==> config.mk <==
export PLATFORM = sky130hd
export DESIGN_NAME = gpio_port
export DESIGN_NICKNAME = d
export VERILOG_FILES = /design/src/rtl/gpio_port_pkg.sv /design/src/rtl/gpio_port_regs.sv /design/src/rtl/gpio_port_sync.sv /design/src/rtl/gpio_port_pad.sv /design/src/rtl/gpio_port_rdmux.sv /design/src/rtl/gpio_port.sv
export SDC_FILE = /design/constraint.sdc
export NUM_CORES = 1
export LEC_CHECK = 0
export BUFFER_PORTS_ARGS = -buffer_cell sky130_fd_sc_hd__buf_2
export CAP_MARGIN = 20
export CORE_MARGIN = 2
export CORE_UTILIZATION = 50
export DETAILED_ROUTE_END_ITERATION = 12
export GPL_TIMING_DRIVEN = 0
export PLACE_DENSITY = 0.76
export SETUP_SLACK_MARGIN = 0.02
export SYNTH_ARGS = -nofsm -noshare
export SYNTH_HDL_FRONTEND = slang
export SYNTH_SLANG_ARGS = --single-unit
==> constraint.sdc <==
create_clock -name clk -period 0.9 [get_ports clk]
set_input_delay 0.045 -clock clk [delete_from_list [all_inputs] [get_ports clk]]
set_output_delay 0.045 -clock clk [all_outputs]
set_load 0.02 [all_outputs]
==> src/rtl/gpio_port_pkg.sv <==
package gpio_port_pkg;

   // Register selected by the bus address
   typedef enum logic [1:0] {
      RS_LATCH = 2'd0,
      RS_DIR   = 2'd1,
      RS_PIN   = 2'd2,
      RS_NONE  = 2'd3
   } reg_sel_e;

   // Bus address of each register
   localparam int unsigned ADDR_LATCH = 0;
   localparam int unsigned ADDR_DIR   = 1;
   localparam int unsigned ADDR_PIN   = 2;

   // Lowest and highest accepted values of the structural parameters
   localparam int unsigned MIN_WIDTH  = 1;
   localparam int unsigned MAX_WIDTH  = 32;
   localparam int unsigned MIN_ADDR_W = 2;
   localparam int unsigned MAX_ADDR_W = 16;
   localparam int unsigned MIN_SYNC   = 2;
   localparam int unsigned MAX_SYNC   = 4;

endpackage

==> src/rtl/gpio_port_regs.sv <==
module gpio_port_regs
   import gpio_port_pkg::*;
#(
   parameter int unsigned WIDTH     = 8,
   parameter logic [WIDTH-1:0] LATCH_RST = '1,
   parameter logic [WIDTH-1:0] DIR_RST   = '0
) (
   input  logic             clk,
   input  logic             rst_n,
   input  logic             wr_i,
   input  reg_sel_e         sel_i,
   input  logic [WIDTH-1:0] wdata_i,
   output logic [WIDTH-1:0] latch_o,
   output logic [WIDTH-1:0] dir_o
);

   logic             latch_we;
   logic             dir_we;
   logic [WIDTH-1:0] latch_q;
   logic [WIDTH-1:0] dir_q;

   // Write decode. The pin register and unmapped addresses take no write.
   always_comb begin
      latch_we = 1'b0;
      dir_we   = 1'b0;
      if (wr_i) begin
         unique case (sel_i)
            RS_LATCH: latch_we = 1'b1;
            RS_DIR:   dir_we   = 1'b1;
            default: ;
         endcase
      end
   end

   // Data latch: its only write path is its own address
   always_ff @(posedge clk or negedge rst_n) begin
      if (!rst_n)        latch_q <= LATCH_RST;
      else if (latch_we) latch_q <= wdata_i;
   end

   // Direction store, kept apart from the latch
   always_ff @(posedge clk or negedge rst_n) begin
      if (!rst_n)      dir_q <= DIR_RST;
      else if (dir_we) dir_q <= wdata_i;
   end

   assign latch_o = latch_q;
   assign dir_o   = dir_q;

endmodule

==> src/rtl/gpio_port_sync.sv <==
module gpio_port_sync #(
   parameter int unsigned WIDTH  = 8,
   parameter int unsigned STAGES = 2
) (
   input  logic             clk,
   input  logic             rst_n,
   input  logic [WIDTH-1:0] async_i,
   output logic [WIDTH-1:0] sync_o
);

   localparam int unsigned LAST = STAGES - 1;

   for (genvar b = 0; b < WIDTH; b++) begin : g_bit
      logic [STAGES-1:0] chain_q;

      always_ff @(posedge clk or negedge rst_n) begin
         if (!rst_n) chain_q <= '0;
         else        chain_q <= {chain_q[LAST-1:0], async_i[b]};
      end

      assign sync_o[b] = chain_q[LAST];
   end

endmodule

==> src/rtl/gpio_port_pad.sv <==
module gpio_port_pad #(
   parameter int unsigned WIDTH     = 8,
   parameter logic [WIDTH-1:0] LATCH_RST = '1
) (
   input  logic             clk,
   input  logic             rst_n,
   input  logic [WIDTH-1:0] latch_i,
   input  logic [WIDTH-1:0] dir_i,
   output logic [WIDTH-1:0] oe_o,
   output logic [WIDTH-1:0] do_o,
   output logic [WIDTH-1:0] pu_o
);

   // One pad slice per pin. The latch bit drives the pin or sets its pullup.
   for (genvar p = 0; p < WIDTH; p++) begin : g_pin
      logic oe_d, do_d, pu_d;
      logic oe_q, do_q, pu_q;

      always_comb begin
         oe_d = dir_i[p];
         do_d = dir_i[p] & latch_i[p];
         pu_d = ~dir_i[p] & latch_i[p];
      end

      always_ff @(posedge clk or negedge rst_n) begin
         if (!rst_n) begin
            oe_q <= 1'b0;
            do_q <= 1'b0;
            pu_q <= LATCH_RST[p];
         end else begin
            oe_q <= oe_d;
            do_q <= do_d;
            pu_q <= pu_d;
         end
      end

      assign oe_o[p] = oe_q;
      assign do_o[p] = do_q;
      assign pu_o[p] = pu_q;
   end

endmodule

==> src/rtl/gpio_port_rdmux.sv <==
module gpio_port_rdmux
   import gpio_port_pkg::*;
#(
   parameter int unsigned WIDTH     = 8,
   parameter bit          READ_FLOP = 1'b0
) (
   input  logic             clk,
   input  logic             rst_n,
   input  reg_sel_e         sel_i,
   input  logic [WIDTH-1:0] latch_i,
   input  logic [WIDTH-1:0] dir_i,
   input  logic [WIDTH-1:0] pin_i,
   output logic [WIDTH-1:0] rdata_o
);

   logic [WIDTH-1:0] rd_mux;

   always_comb begin
      unique case (sel_i)
         RS_LATCH: rd_mux = latch_i;
         RS_DIR:   rd_mux = dir_i;
         RS_PIN:   rd_mux = pin_i;
         default:  rd_mux = '0;
      endcase
   end

   if (READ_FLOP) begin : g_rd_flop
      logic [WIDTH-1:0] rd_q;
      always_ff @(posedge clk or negedge rst_n) begin
         if (!rst_n) rd_q <= '0;
         else        rd_q <= rd_mux;
      end
      assign rdata_o = rd_q;
   end else begin : g_rd_comb
      logic unused_clk;
      assign unused_clk = clk ^ rst_n;
      assign rdata_o    = rd_mux;
   end

endmodule

==> src/rtl/gpio_port.sv <==
module gpio_port
   import gpio_port_pkg::*;
#(
   parameter int unsigned WIDTH       = 8,
   parameter int unsigned ADDR_W      = 2,
   parameter int unsigned SYNC_STAGES = 2,
   parameter bit          READ_FLOP   = 1'b0
) (
   input  logic              clk,
   input  logic              rst_n,
   input  logic              bus_wr,
   input  logic [ADDR_W-1:0] bus_addr,
   input  logic [WIDTH-1:0]  bus_wdata,
   output logic [WIDTH-1:0]  bus_rdata,
   input  logic [WIDTH-1:0]  pad_in,
   output logic [WIDTH-1:0]  pad_oe,
   output logic [WIDTH-1:0]  pad_do,
   output logic [WIDTH-1:0]  pad_pu
);

   localparam logic [WIDTH-1:0] LATCH_RST = {WIDTH{1'b1}};
   localparam logic [WIDTH-1:0] DIR_RST   = {WIDTH{1'b0}};

   // Elaboration-time parameter checks
   if (WIDTH < MIN_WIDTH || WIDTH > MAX_WIDTH) begin : g_bad_width
      $error("gpio_port: WIDTH out of range");
   end
   if (ADDR_W < MIN_ADDR_W || ADDR_W > MAX_ADDR_W) begin : g_bad_addr
      $error("gpio_port: ADDR_W out of range");
   end
   if (SYNC_STAGES < MIN_SYNC || SYNC_STAGES > MAX_SYNC) begin : g_bad_sync
      $error("gpio_port: SYNC_STAGES out of range");
   end

   reg_sel_e         sel;
   logic [WIDTH-1:0] latch_q;
   logic [WIDTH-1:0] dir_q;
   logic [WIDTH-1:0] pin_sync;

   always_comb begin
      if (bus_addr == ADDR_W'(ADDR_LATCH))    sel = RS_LATCH;
      else if (bus_addr == ADDR_W'(ADDR_DIR)) sel = RS_DIR;
      else if (bus_addr == ADDR_W'(ADDR_PIN)) sel = RS_PIN;
      else                                    sel = RS_NONE;
   end

   gpio_port_regs #(
      .WIDTH     (WIDTH),
      .LATCH_RST (LATCH_RST),
      .DIR_RST   (DIR_RST)
   ) u_regs (
      .clk     (clk),
      .rst_n   (rst_n),
      .wr_i    (bus_wr),
      .sel_i   (sel),
      .wdata_i (bus_wdata),
      .latch_o (latch_q),
      .dir_o   (dir_q)
   );

   gpio_port_sync #(
      .WIDTH  (WIDTH),
      .STAGES (SYNC_STAGES)
   ) u_sync (
      .clk     (clk),
      .rst_n   (rst_n),
      .async_i (pad_in),
      .sync_o  (pin_sync)
   );

   gpio_port_pad #(
      .WIDTH     (WIDTH),
      .LATCH_RST (LATCH_RST)
   ) u_pad (
      .clk     (clk),
      .rst_n   (rst_n),
      .latch_i (latch_q),
      .dir_i   (dir_q),
      .oe_o    (pad_oe),
      .do_o    (pad_do),
      .pu_o    (pad_pu)
   );

   gpio_port_rdmux #(
      .WIDTH     (WIDTH),
      .READ_FLOP (READ_FLOP)
   ) u_rdmux (
      .clk     (clk),
      .rst_n   (rst_n),
      .sel_i   (sel),
      .latch_i (latch_q),
      .dir_i   (dir_q),
      .pin_i   (pin_sync),
      .rdata_o (bus_rdata)
   );

endmodule

==> flow_summary.toml, run 1 <==
[outcome]
status = "finished with violations"
violations = "negative hold slack, negative setup slack"

[detailed_routing]
vias = 1156
drt-initial-drc-count = 56
ant_nets = 0
wl_mm = 3.470
wl_per_cell_um = 14.34
dr.pass1.iters = 4
wl_met1_mm = 1.474
vias_per_cell = 4.777
wl_met2_mm = 1.786
dr_wl_met3_um = 155
dr.max_layer_used = "met4"
drc = 0

[global_routing]
grt_max_degree = 57
grt_pass1_vias = 1181
grt_antenna_before_repair = 0
grt_first_pass_wirelength_mm = 5.423
grt_usage_pct = 16.37
overflow = 0

[floorplan]
die-area_um2 = 4731
coreArea_um2 = 4029
start_util_pct = 52.08
io_pins = 53
placementRows = 23
die_y_um = 68.78
die_width_um = 68.78

[setup_path]
crit_path_max_incr_delay_ps = 560
arrival_ps = 1240
endpoint_kind = "output port"
critPathLaunchType = "register"
required_ps = 850
critPathKind = "reg -> out"
cp_max_fo = 4
crit_slowest_cell = "dfstp_2"
ff2ff_setup_slack_ps = 50
path_cells = "mux2i_2, o2bb2ai_2, buf_6"

[timing]
hold_viol_final = 19
maxSlewViolCount = 0
min_period_ps = 1282
grt_setup_unrepaired = "true"
hold_slack_ps = -215.3
setup_tns_ps = -3443
finalSetupViolCount = 16
tightestPinTransition_ps = 701.0
skew_ps = 7.397
max_slew_margin_pct = 53.27
layout_setup_ws_ps = -382.3
max_freq_mhz = 779.8
period_share_pct = 142.5

[power]
p_total_mw = 6.510
powerDensity_nw_per_um2 = 2277
p_leak_nw = 1.303
p_clk_share_pct = 26.1
switching_share_pct = 25.63
vdd_ir_drop_max_v = 0.001104
seq_power_share_pct = 49.6
p_int_mw = 4.842
switching_power_mw = 1.668
pwr-share-comb_pct = 24.3

[synthesis]
syn_avg_cell_area_um2 = 15.66
syn_inst = 134
synth_nets = 155
synth_seq_cells = 56
synth.distinct_cells = 12
yosys_warnings = 0
ys_seq_area_share_pct = 67.74
syn_area_um2 = 2098

[worst_hold_path]
hold_path.class = "in -> async"

[clock_network]
clk_pin_slew_ps = 90
ctsHtreeMaxLevel = 2
clk_latency_ps = 300
cts_sinks = 56
numCtsBuffers = 5
cts_tree = "done"
clock_tree.buffer_depth = 2
cts-root-buf = "clkbuf_8"
hold_buffers = 16

[finish]
drive_gt1_share_pct = 59.90
antenna_cells = 0
fin_cells = 242
post-route-util_pct = 70.96
nets = 212
area_delta_synth_final_pct = 36.26
finish.instance_area_um2 = 2859

[place]
dp.cells = 236
dpl.hpwl_mm = 2.274
gp_congestion = 0.6617
place_area_um2 = 2474
place_ws_ps = -273.4
port_buffers = 52

[flow_run]
maxCapViolCount = 0
cell families after synthesis:
logic type | count (synthesis) | synth area share [%]
AOI/OAI and AO/OA | 8 | 3.339
muxes | 24 | 12.40
DFF | 56 | 67.74
and+or+nand+nor | 19 | 6.917
buffers and inverters | 27 | 9.600
Yosys cell counts, drive strengths merged:
cell	instances	area [µm²]
nor2b	9	56.30
dfstp	16	420.4
nor3b	1	18.77
dfrtp	40	1001
and2	8	50.05
mux2i	8	80.08
o2bb2ai	8	70.07
nand3b	1	20.02
buf	27	201.4
mux2	16	180.2
power groups by stage:
stage	clock, mW	combinational [mW]	sequential [mW]
after floorplan	0	1.01	3.17
after global placement	0	1.36	3.20
after detailed placement	0	1.39	3.24
after CTS	1.75	1.54	3.22
after global routing	1.87	1.70	3.28
final	1.70	1.58	3.23
timing repair:
item | CTS | global route
buffers inserted | 4 | 1
resized for setup | 63 | 5
endpoints found under the setup margin | 32 | 32
cloned | 0 | 0
endpoints found under the hold margin | 24 | 19
pin swaps | 2 | 1
final cells by class:
cell class / instances / area (µm²)
fill: 264 / 1170
multi-input combinational: 51 / 539.3
sequential: 56 / 1421
clock buffer: 7 / 96.34
buffer: 3 / 23.77
tap: 50 / 62.56
timing repair buffer: 74 / 685.7
clock inverter: 1 / 30.03
cell usage in the layout, fill, tap and decap left out, drive strengths merged:
master,count
nor2b,9
dfrtp,40
mux2,16
dlygate4sd3,16
o2bb2ai,8
buf,61
clkbuf,7
and2,8
bufinv,1
dfstp,16
nand3b,1
nor3b,1
mux2i,8
routing by layer:
metal,vias up,global-route usage [%]
li1,539,-
met1,571,21.19
met2,40,26.32
met3,6,4.383
met4,0,6.618
met5,-,0
critical path, delay by kind of cell, from the launching register on:
family | cells | cell delay, ps
buffers and inverters | 1 | 140
flip-flops | 1 | 560
AO/OA/AOI/OAI | 1 | 160
multiplexers | 1 | 80
sequential cells by signal, indices dropped and copies added (netlist names):
| register | cells |
|---|---|
| u_pad.g_pin.do_q | 8 |
| u_pad.g_pin.pu_q | 8 |
| u_regs.latch_o | 8 |
| u_sync.g_bit.chain_q | 16 |
| u_pad.g_pin.oe_q | 8 |
| u_regs.dir_o | 8 |
path summary, 6_finish.rpt:
check | start | depth (start not counted) | endpoint
worst max-delay path | u_regs.latch_o[0] | 3 | bus_rdata[0]
worst min-delay path | rst_n | 1 | u_pad.g_pin[2].oe_q
worst max register to register | u_regs.latch_o[6] | 2 | u_regs.latch_o[6]
worst min register to register | u_sync.g_bit[0].chain_q[0] | 0 | u_sync.g_bit[0].chain_q[1]
max in group asynchronous | rst_n | 2 | u_pad.g_pin[6].pu_q
min in group clk | bus_addr[1] | 3 | u_regs.latch_o[0]
No activity file was read; power rests on OpenSTA's default activity.
==> run 2, diff against run 1 <==
Settings changed: MAX_ROUTING_LAYER set to met4.
==> run 2 against run 1 <==
Compared with the run above: the flow still finishes with violations (negative hold slack, negative setup slack); routed wire length increased by 0.32%; utilization unchanged; via count about the same; clock power about the same; register-to-register slack about the same; worst hold slack about the same; combinational power about the same; sequential cell count unchanged.
==> flow_summary.toml, run 2 (same netlist as run 1, synthesis figures left out) <==
[worst_hold_path]
hold_path.class = "in -> async"

[setup_path]
r2r_cells = 2
critPathKind = "reg -> out"
cp-startpoint = "u_regs.latch_o[0]"
critPathLaunchType = "register"
required_ps = 850
endpoint_kind = "output port"
rr_endpoint = "u_regs.latch_o[6]"
ff2ff_setup_slack_ps = 50
arrival_ps = 1240
rr_startpoint = "u_regs.latch_o[6]"
cp_max_fo = 4

[finish]
layout_common_cells = "dfrtp_1 (40), buf_6 (33), buf_2 (21)"
area_delta_synth_final_pct = 36.26
layout_commonest_cell = "dfrtp_1"
top_register = "u_sync.g_bit.chain_q"
post-route-util_pct = 70.96
finish.instance_area_um2 = 2859
drive_gt1_share_pct = 59.90
antenna_cells = 0
nets = 212
largest_reg_flops = 16

[clock_network]
cts_sinks = 56
clk_pin_slew_ps = 90
clk_latency_ps = 300
cts_tree = "done"
clock_tree.buffer_depth = 2
hold_buffers = 16
numCtsBuffers = 5
ctsHtreeMaxLevel = 2
cts-root-buf = "clkbuf_8"

[floorplan]
die_y_um = 68.78
start_util_pct = 52.08
die-area_um2 = 4731
coreArea_um2 = 4029
die_width_um = 68.78
io_pins = 53
placementRows = 23

[timing]
setup_tns_ps = -3458
hold_slack_ps = -215.2
tightestPinTransition_ps = 700.7
period_share_pct = 142.7
hold_viol_final = 19
layout_setup_ws_ps = -384.0
max_freq_mhz = 778.8
min_period_ps = 1284
skew_ps = 5.969
maxSlewViolCount = 0
grt_setup_unrepaired = "true"
max_slew_margin_pct = 53.29
finalSetupViolCount = 16

[power]
switching_share_pct = 25.68
powerDensity_nw_per_um2 = 2279
pwr-share-comb_pct = 24.3
p_clk_share_pct = 26.1
p_int_mw = 4.842
vdd_ir_drop_max_v = 0.001110
switching_power_mw = 1.673
p_total_mw = 6.516
p_leak_nw = 1.303
seq_power_share_pct = 49.6

[place]
place_ws_ps = -273.4
gp_congestion = 0.6680
dpl.hpwl_mm = 2.274
place_area_um2 = 2474
port_buffers = 52

[detailed_routing]
dr_wl_met3_um = 156
wl_met1_mm = 1.484
vias = 1157
drc = 0
wl_met2_mm = 1.788
wl_per_cell_um = 14.38
drt-initial-drc-count = 68
vias_per_cell = 4.781
dr.pass1.iters = 4
ant_nets = 0
dr.max_layer_used = "met4"
wl_mm = 3.481

[global_routing]
grt_pass1_vias = 1188
grt_usage_pct = 16.81
overflow = 0
grt_max_degree = 57
grt_antenna_before_repair = 0
grt_first_pass_wirelength_mm = 5.416

[outcome]
violations = "negative hold slack, negative setup slack"
status = "finished with violations"

[flow_run]
maxCapViolCount = 0
-- run 2: cell counts in the layout (fill, tap and decap cells not counted) --
Identical to the previous run, type by type.
-- run 2: final cells by class --
cell class                 count  area, µm²
buffer                         3      23.77
clock buffer                   7      96.34
sequential                    56       1421
fill                         264       1170
timing repair buffer          74      685.7
clock inverter                 1      30.03
tap                           50      62.56
multi-input combinational     51      539.3
-- run 2: through the flow --
step,std cells,hold slack [ps]
final,242,-215.2
after global routing,242,-173.7
after floorplan,134,-250.6
after CTS,240,5.444
after global placement,236,153.9
after detailed placement,236,154.3
-- run 2: metal layers --
| layer | vias up | GRT usage (%) |
|---|---|---|
| li1 | 539 | - |
| met1 | 572 | 20.86 |
| met2 | 40 | 26.56 |
| met3 | 6 | 4.383 |
| met4 | 0 | 6.618 |
| met5 | - | - |
-- run 2: power groups by stage --
stage | clock network, mW | registers (mW) | logic (mW)
2_1_floorplan | 0 | 3.17 | 1.01
3_3_place_gp | 0 | 3.20 | 1.36
3_5_place_dp | 0 | 3.24 | 1.39
4_1_cts | 1.75 | 3.22 | 1.54
5_1_grt | 1.87 | 3.28 | 1.70
6_report | 1.70 | 3.23 | 1.58
-- run 2: how the worst max path moves through the flow --
stage / to / slack, ps / depth (start not counted)
floorplan: bus_rdata[1] / 10 / 2
global placement: u_regs.latch_o[2] / -240 / 3
detailed placement: u_regs.latch_o[6] / -270 / 3
CTS: bus_rdata[3] / -380 / 3
global route: bus_rdata[0] / -440 / 3
finish: bus_rdata[0] / -380 / 3
-- run 2: worst max-delay path: stages (launching register included) --
cell and delay, ps:
dfstp_2 560, mux2i_2 80, o2bb2ai_2 160, buf_6 140
-- run 2: what timing repair did --
| action | CTS | global route |
|---|---|---|
| endpoints found under the hold margin | 24 | 19 |
| resized for setup | 63 | 5 |
| pin swaps | 2 | 1 |
| setup buffers | 4 | 1 |
| setup endpoints to repair | 32 | 32 |
